--- src/rtl/uirq_pkg.sv ---
package uirq_pkg;

    localparam int LIVE_W   = 14;
    localparam int STICKY_W = 13;
    localparam int SEL_W    = 3;

    localparam int LB_RX_TRIG = 0;
    localparam int LB_RX_EMPT = 1;
    localparam int LB_RX_FULL = 2;
    localparam int LB_TX_EMPT = 3;
    localparam int LB_TX_FULL = 4;
    localparam int LB_TX_TRIG = 13;

    localparam int SB_RX_OVR  = 5;
    localparam int SB_FRAMING = 6;
    localparam int SB_PARITY  = 7;
    localparam int SB_TIMEOUT = 8;
    localparam int SB_TX_TRIG = 10;
    localparam int SB_TX_OVF  = 12;

    typedef enum logic [SEL_W-1:0] {
        SEL_MASK_SET = 3'd0,
        SEL_MASK_CLR = 3'd1,
        SEL_MASK     = 3'd2,
        SEL_STICKY   = 3'd3,
        SEL_RX_LVL   = 3'd4,
        SEL_TX_LVL   = 3'd5,
        SEL_LIVE     = 3'd6,
        SEL_NONE     = 3'd7
    } uirq_sel_e;

    typedef struct packed {
        logic tx_ovf;
        logic timeout;
        logic parity;
        logic framing;
        logic rx_ovr;
    } uirq_events_t;

    function automatic logic [STICKY_W-1:0] sticky_sources(
        input logic [LIVE_W-1:0] live,
        input uirq_events_t      ev
    );
        logic [STICKY_W-1:0] s;
        s             = '0;
        s[4:0]        = live[4:0];
        s[SB_TX_TRIG] = live[LB_TX_TRIG];
        s[SB_RX_OVR]  = ev.rx_ovr;
        s[SB_FRAMING] = ev.framing;
        s[SB_PARITY]  = ev.parity;
        s[SB_TIMEOUT] = ev.timeout;
        s[SB_TX_OVF]  = ev.tx_ovf;
        return s;
    endfunction

endpackage

--- src/rtl/uirq_live_status.sv ---
module uirq_live_status
    import uirq_pkg::*;
#(
    parameter int DEPTH = 64,
    parameter int CNT_W = $clog2(DEPTH + 1)
) (
    input  logic [CNT_W-1:0]  rx_count,
    input  logic [CNT_W-1:0]  tx_count,
    input  logic [CNT_W-1:0]  rx_lvl,
    input  logic [CNT_W-1:0]  tx_lvl,
    output logic [LIVE_W-1:0] live
);
    localparam logic [CNT_W-1:0] FULL_CNT = CNT_W'(DEPTH);

    always_comb begin
        live             = '0;
        live[LB_RX_TRIG] = (rx_count >= rx_lvl);
        live[LB_RX_EMPT] = (rx_count == '0);
        live[LB_RX_FULL] = (rx_count == FULL_CNT);
        live[LB_TX_EMPT] = (tx_count == '0);
        live[LB_TX_FULL] = (tx_count == FULL_CNT);
        live[LB_TX_TRIG] = (tx_count >= tx_lvl);
    end
endmodule

--- src/rtl/uirq_level_reg.sv ---
module uirq_level_reg #(
    parameter int CNT_W     = 7,
    parameter int RESET_LVL = 32
) (
    input  logic             clk,
    input  logic             rst,
    input  logic             load,
    input  logic [CNT_W-1:0] value,
    output logic [CNT_W-1:0] lvl_q
);
    always_ff @(posedge clk) begin
        if (rst)       lvl_q <= CNT_W'(RESET_LVL);
        else if (load) lvl_q <= value;
    end
endmodule

--- src/rtl/uirq_setclr_reg.sv ---
module uirq_setclr_reg #(
    parameter int W = 13
) (
    input  logic         clk,
    input  logic         rst,
    input  logic [W-1:0] set_bits,
    input  logic [W-1:0] clr_bits,
    output logic [W-1:0] q
);
    always_ff @(posedge clk) begin
        if (rst) q <= '0;
        else     q <= (q & ~clr_bits) | set_bits;
    end
endmodule

--- src/rtl/uart_irq_ctrl.sv ---
module uart_irq_ctrl
    import uirq_pkg::*;
#(
    parameter int DEPTH     = 64,
    parameter int RESET_LVL = 32,
    parameter int CNT_W     = $clog2(DEPTH + 1)
) (
    input  logic                clk,
    input  logic                rst,
    input  logic                wr_en,
    input  logic [SEL_W-1:0]    wr_addr,
    input  logic [STICKY_W-1:0] wr_data,
    input  logic [SEL_W-1:0]    rd_addr,
    output logic [LIVE_W-1:0]   rd_data,
    input  logic [CNT_W-1:0]    rx_count,
    input  logic [CNT_W-1:0]    tx_count,
    input  logic                ev_rx_ovr,
    input  logic                ev_framing,
    input  logic                ev_parity,
    input  logic                ev_timeout,
    input  logic                ev_tx_ovf,
    output logic                irq
);
    localparam int N_LVL = 2;

    uirq_sel_e           wsel;
    uirq_sel_e           rsel;
    uirq_events_t        ev;
    logic [LIVE_W-1:0]   live_w;
    logic [STICKY_W-1:0] sticky_q;
    logic [STICKY_W-1:0] mask_q;
    logic [STICKY_W-1:0] sticky_set;
    logic [STICKY_W-1:0] sticky_clr;
    logic [STICKY_W-1:0] mask_set;
    logic [STICKY_W-1:0] mask_clr;
    logic [CNT_W-1:0]    lvl_q [N_LVL];

    assign wsel = uirq_sel_e'(wr_addr);
    assign rsel = uirq_sel_e'(rd_addr);
    assign ev   = '{tx_ovf: ev_tx_ovf, timeout: ev_timeout, parity: ev_parity,
                    framing: ev_framing, rx_ovr: ev_rx_ovr};

    // trigger levels: index 0 = RX, index 1 = TX
    for (genvar g = 0; g < N_LVL; g++) begin : g_lvl
        localparam uirq_sel_e LVL_SEL = (g == 0) ? SEL_RX_LVL : SEL_TX_LVL;
        uirq_level_reg #(.CNT_W(CNT_W), .RESET_LVL(RESET_LVL)) i_lvl (
            .clk   (clk),
            .rst   (rst),
            .load  (wr_en && (wsel == LVL_SEL)),
            .value (wr_data[CNT_W-1:0]),
            .lvl_q (lvl_q[g])
        );
    end

    uirq_live_status #(.DEPTH(DEPTH), .CNT_W(CNT_W)) i_live (
        .rx_count (rx_count),
        .tx_count (tx_count),
        .rx_lvl   (lvl_q[0]),
        .tx_lvl   (lvl_q[1]),
        .live     (live_w)
    );

    always_comb begin
        sticky_set = sticky_sources(live_w, ev);
        sticky_clr = (wr_en && wsel == SEL_STICKY)   ? wr_data : '0;
        mask_set   = (wr_en && wsel == SEL_MASK_SET) ? wr_data : '0;
        mask_clr   = (wr_en && wsel == SEL_MASK_CLR) ? wr_data : '0;
    end

    uirq_setclr_reg #(.W(STICKY_W)) i_sticky (
        .clk      (clk),
        .rst      (rst),
        .set_bits (sticky_set),
        .clr_bits (sticky_clr),
        .q        (sticky_q)
    );

    uirq_setclr_reg #(.W(STICKY_W)) i_mask (
        .clk      (clk),
        .rst      (rst),
        .set_bits (mask_set),
        .clr_bits (mask_clr),
        .q        (mask_q)
    );

    always_comb begin
        rd_data = '0;
        case (rsel)
            SEL_MASK:   rd_data = LIVE_W'(mask_q);
            SEL_STICKY: rd_data = LIVE_W'(sticky_q);
            SEL_RX_LVL: rd_data = LIVE_W'(lvl_q[0]);
            SEL_TX_LVL: rd_data = LIVE_W'(lvl_q[1]);
            SEL_LIVE:   rd_data = live_w;
            default:    rd_data = '0;
        endcase
    end

    assign irq = |(mask_q & sticky_q);
endmodule

--- config.mk ---
export PLATFORM = sky130hd
export DESIGN_NAME = uart_irq_ctrl
export DESIGN_NICKNAME = d
export VERILOG_FILES = /design/src/rtl/uirq_pkg.sv /design/src/rtl/uirq_live_status.sv /design/src/rtl/uirq_level_reg.sv /design/src/rtl/uirq_setclr_reg.sv /design/src/rtl/uart_irq_ctrl.sv
export SDC_FILE = /design/constraint.sdc
export NUM_CORES = 1
export LEC_CHECK = 0
export BUFFER_PORTS_ARGS = -buffer_cell sky130_fd_sc_hd__buf_2
export CAP_MARGIN = 5
export CORE_AREA = 2 2 69 71
export CTS_BUF_LIST = sky130_fd_sc_hd__clkbuf_4 sky130_fd_sc_hd__clkbuf_8 sky130_fd_sc_hd__clkbuf_16
export CTS_CLUSTER_DIAMETER = 50
export CTS_CLUSTER_SIZE = 10
export DETAILED_ROUTE_END_ITERATION = 12
export DIE_AREA = 0 0 71 73
export GPL_TIMING_DRIVEN = 0
export PLACE_DENSITY = 0.76
export SYNTH_ARGS = -nofsm -noshare
export SYNTH_HDL_FRONTEND = slang
export SYNTH_SLANG_ARGS = --single-unit
--- constraint.sdc ---
create_clock -name clk -period 3.5 [get_ports clk]
set_clock_uncertainty 0.1 [all_clocks]
set_input_delay 0.7 -clock clk [delete_from_list [all_inputs] [get_ports clk]]
set_output_delay 0.7 -clock clk [all_outputs]
set_load 0.1 [all_outputs]
# --- Word-level counts from Yosys, hierarchy flattened ---
# Index checks and enable logic that the tools add are counted.
word_totals:
  ff_bits: 40
  in_bits: 41
  out_inout_bits: 15
  elab_cells: 37
classes:
  order_cmp: 2
  n_eq_ne: 11
  n_mux: 4
  n_bitwise: 7
  n_reduce_logical: 9
op_table:
  columns: ["op", "n"]
  rows:
  - ["$pmux W14 S5", 1]
  - ["$and A13 B13 Y13", 3]
  - ["$mux W13", 3]
  - ["$not A13 Y13", 2]
  - ["$or A13 B13 Y13", 2]
  - ["$eq A3 B3 Y1 const B", 5]
  - ["$eq A7 B7 Y1 const B", 2]
  - ["$ge A7 B7 Y1", 2]
  - ["$logic_not A7 Y1", 2]
  - ["$reduce_or A13 Y1", 1]
  - ["$eq A3 B2 Y1 const B", 3]
  - ["$logic_and A1 B1 Y1", 5]
  - ["$eq A3 B1 Y1 const B", 1]
  - ["$logic_not A3 Y1", 1]

# --- Logic depth before layout (Yosys ltp) ---
depth:
  ltp_word: 6
  mapped_depth: 6
  depth_no_buf: 6

# --- By module ---
# Synthesis repeated with hierarchy kept, for this count alone.
hier_totals:
  cells_unflattened: 333
  area_unflattened_um2: 2869.0
modules_own_cells:
  columns: ["module", "n_inst", "cells_each", "area_per_inst_um2", "seq_area_each_um2"]
  rows:
  - ["uirq_setclr_reg", 2, 53, 504.2, 260.2]
  - ["uart_irq_ctrl", 1, 119, 882.1, 0.0]
  - ["uirq_level_reg", 2, 22, 251.5, 140.1]
  - ["uirq_live_status", 1, 64, 475.5, 0.0]

# --- Least setup slack after synthesis ---
# No wires, ideal clock.
synth_timing:
  path_kind: "input to output"
  start: "input port rd_addr[0]"
  end: "output port rd_data[3]"
  t_arrival_ns: 3.374
  t_required_ns: 2.700
  setup_slack_ns: -0.674
  cell_stages: 4
  path_buffers: 1
  cell_sequence: "clkbuf_1 -> inv_2 -> nand3_1 -> o32ai_1"
synth_between:
  elab_chain_cells: 2
  elab_cells_between_ends: 6
  classes_between: "5 x eq/ne; 1 x mux"
synth_lines:
  columns: ["element", "line", "rtl"]
  rows:
  - ["from (decl)", "uart_irq_ctrl.sv:13", "input logic [SEL_W-1:0] rd_addr,"]
  - ["$eq A3 B3 Y1 or $eq A3 B2 Y1 (tied branches)", "uart_irq_ctrl.sv:88", "case (rsel)"]
  - ["$pmux W14 S5 (*)", "uart_irq_ctrl.sv:88", null]
  - ["to (decl)", "uart_irq_ctrl.sv:14", "output logic [LIVE_W-1:0] rd_data,"]
# Mark *: on every way between the ends. The rest lies on a longest branch, timed or not.

# --- Worst setup path in the final report ---
layout_timing:
  start: "input port rx_count[3]"
  end: "output port rd_data[1]"
layout_between:
  elab_chain_cells: 2
layout_lines:
  columns: ["element", "line", "rtl"]
  rows:
  - ["from (decl)", "uart_irq_ctrl.sv:15", "input logic [CNT_W-1:0] rx_count,"]
  - ["$logic_not A7 Y1", "uirq_live_status.sv:18", "live[LB_RX_EMPT] = (rx_count == '0);"]
  - ["$pmux W14 S5", "uart_irq_ctrl.sv:88", null]
# Every way passes these cells.

==> out/results.ini <==
[setup_path]
cp_data_required_time_ns = 2.70
crit_path_end_kind = primary output
path_cells = buf_2, or4_4, nor3_4, nand4_1, o221ai_2, buf_2
cpPeakStageDelay_ns = 0.54
critical-path-top-delay-family = simple AND/OR/NAND/NOR gates
critical_path_buf_inv_count = 2
critPathKind = input pin to primary output
cp_max_fo = 3
crit_arrival_ns = 2.40
start_kind = input pin
timing.critical_path.mode_cell = buf_2
crit_path_top_delay_cell = or4_4

[timing]
hold_violations = 0
rsz0062_at_grt = false
slew_viol_final = 0
worstMarginPinSlew_ns = 0.549
fin_setup_tns_ns = 0
slew_headroom_pct = 63.4
finalSetupViolations = 0
finalCritPeriodShare_pct = 91.4
min_period_ns = 3.20
max_freq_mhz = 313

[clocking]
cts_sinks = 40
cts-root-buf = clkbuf_8
clkTransAtPathRegs_ns = 0.07
cts.repair.resized = 0
cts_max_level = 2
clk_latency_ns = 0.29
numCtsBuffers = 5
cts_tree = done
clk_path_buf_depth = 2
postCtsHoldBufs = 0
cts_setup_buffers = 0

[pwr]
ir_worst_vdd_uv = 196
pwr_density_cell_mw_per_mm2 = 381
p_total_mw = 1.02
p_leak_nw = 1.21

[layout]
area_growth_pct = 20.1
n_antenna_cell = 0
nNetsFinal = 389
drive_gt1_share_pct = 23.4
finalNonFillerCells = 388
seqCellArea_um2 = 801
n_fill_cell = 422
multi_input_area_mm2 = 0.00130
fin_util_pct = 58.8

[logic_synthesis]
seq_area_frac_synth_pct = 36.0
synth_mux_area_share_pct = 6.76
synth-seq-cells = 40
synth.distinct_cells = 35
synth_warnings = 0
async_reset_ff_share_pct = 0
synth.net_count = 328
synthTopCellsByArea = dfxtp_1 36%, nor2_1 9.0%, ha_1 7.9%
synth_top_family_by_area = simple AND/OR/NAND/NOR gates
synth_adder_area_share_pct = 7.88
ys.flop_type = dfxtp_1
syn_inst = 273
yosysTopAreaCellShare_pct = 36.0
synth-simple-area-share_pct = 21.8
synth_xor_area_share_pct = 0
synth_edf_count = 0
synth_largest_area_cell = dfxtp_1
yosys.cell_count.top_type = nor2_1
synth_compound_area_share_pct = 21.5
synth.avg_cell_area_um2 = 8.14
netlist_area_mm2 = 0.00222
synth_common_cells = 53 x nor2_1, 40 x dfxtp_1, 31 x nand2_1, 19 x a22oi_1, 16 x a21oi_1

[place]
place_congestion = 0.835
dp.cells = 381
placement.io_buffers = 54
place_hpwl_um = 4570

[floorplanning]
core_mm2 = 0.00454
ios = 56
initial_core_util_pct = 49.0
die_h_um = 73
die_w_um = 71
fp-row-count = 25
dieArea_mm2 = 0.00518

[route]
ant_nets = 0
vias = 2248
drt-total-wl_um = 6010
route.detailed.drc = 0
drt-vias-per-instance = 5.79
drtIter0Drc = 163
routedWlPerCell_um = 15.5
dr.pass1.iters = 5

[global_routing]
use_met1_pct = 30.2
busiest_layer = met2
grt_max_degree = 12
antenna_found_initial = 0
grt_pass1_vias = 2046
track_usage_pct = 24.0
use_met2_pct = 40.5
grt_pass1_wl_um = 9590
met3_usage_pct = 4.42
grt_overflow = 0

[run_status]
status = finished, final reports clean

[worst_hold_path]
hold_class = flip-flop to flip-flop

[run]
max_cap_viol_count = 0

==> area by class of cell <==
type,count,area share (%)
timing repair buffer,54,10.1
buffer,15,2.44
clock buffer,7,3.61
tap,54,2.53
inverter,18,2.53
multi-input combinational,200,48.8
sequential,40,30.0
==> worst paths after layout <==
path,slack [ns],endpoint,from,cells after the start
worst max register to register,1.64,i_sticky.q[10],g_lvl[1].i_lvl.lvl_q[5],6
worst max-delay path,0.30,rd_data[1],rx_count[3],6
worst min register to register,0.37,i_sticky.q[9],i_sticky.q[9],2
worst min-delay path,0.37,i_sticky.q[9],i_sticky.q[9],2
==> cells in the final DEF, fill, tap and decap left out, types with 4 or more instances in the layout <==
| cell type | Yosys | layout |
|---|---|---|
| mux2i_1 | 15 | 15 |
| dfxtp_1 | 40 | 40 |
| clkbuf_1 | 5 | 5 |
| nand2_1 | 31 | 31 |
| inv_1 | 15 | 15 |
| a221oi_1 | 12 | 12 |
| ha_1 | 14 | 14 |
| a22oi_1 | 19 | 19 |
| nor2b_1 | 4 | 4 |
| buf_2 | 7 | 61 |
| clkbuf_8 | 0 | 7 |
| a21oi_1 | 16 | 16 |
| nor2_1 | 53 | 53 |
==> per-layer routing <==
layer / up-vias / wire [um] / share of wire (%)
met4: 0 / 187 / 3.1
met2: 83 / 2790 / 47
met3: 15 / 409 / 6.8
met1: 1050 / 2620 / 44
met5: - / 0 / 0
li1: 1100 / - / -
==> power by group <==
part	internal, mW	total [mW]	switching, mW
Sequential	0.469	0.480	0.0117
Clock	0.176	0.336	0.160
Combinational	0.0634	0.201	0.137
==> sequential cells by signal, indices dropped and copies added, names as in the netlist <==
| signal | cells |
|---|---|
| g_lvl.i_lvl.lvl_q | 14 |
| i_mask.q | 13 |
| i_sticky.q | 13 |
==> logic make-up after synthesis <==
| family | Yosys count |
|---|---|
| AO/OA/AOI/OAI | 66 |
| adder cells (fa/ha/maj) | 14 |
| buffers and inverters | 33 |
| flip-flops | 40 |
| multiplexers | 15 |
| AND/OR/NAND/NOR | 105 |
==> metrics by stage <==
step                      setup WS (ns)  hold slack, ns  instance area [um2]
final                             0.303           0.371                 2670
after floorplan                  -0.674           0.338                 2230
after CTS                         0.297           0.371                 2670
after detailed placement          0.289           0.358                 2570
after global placement            0.312           0.353                 2570
after global routing              0.224           0.392                 2670
==> worst min-delay path, cell delays in order, from the launching register on <==
cell and delay (ns):
dfxtp_1 0.33, nand2b_1 0.07, a21oi_1 0.04
Note: power is estimated with default switching activity, not from simulation.
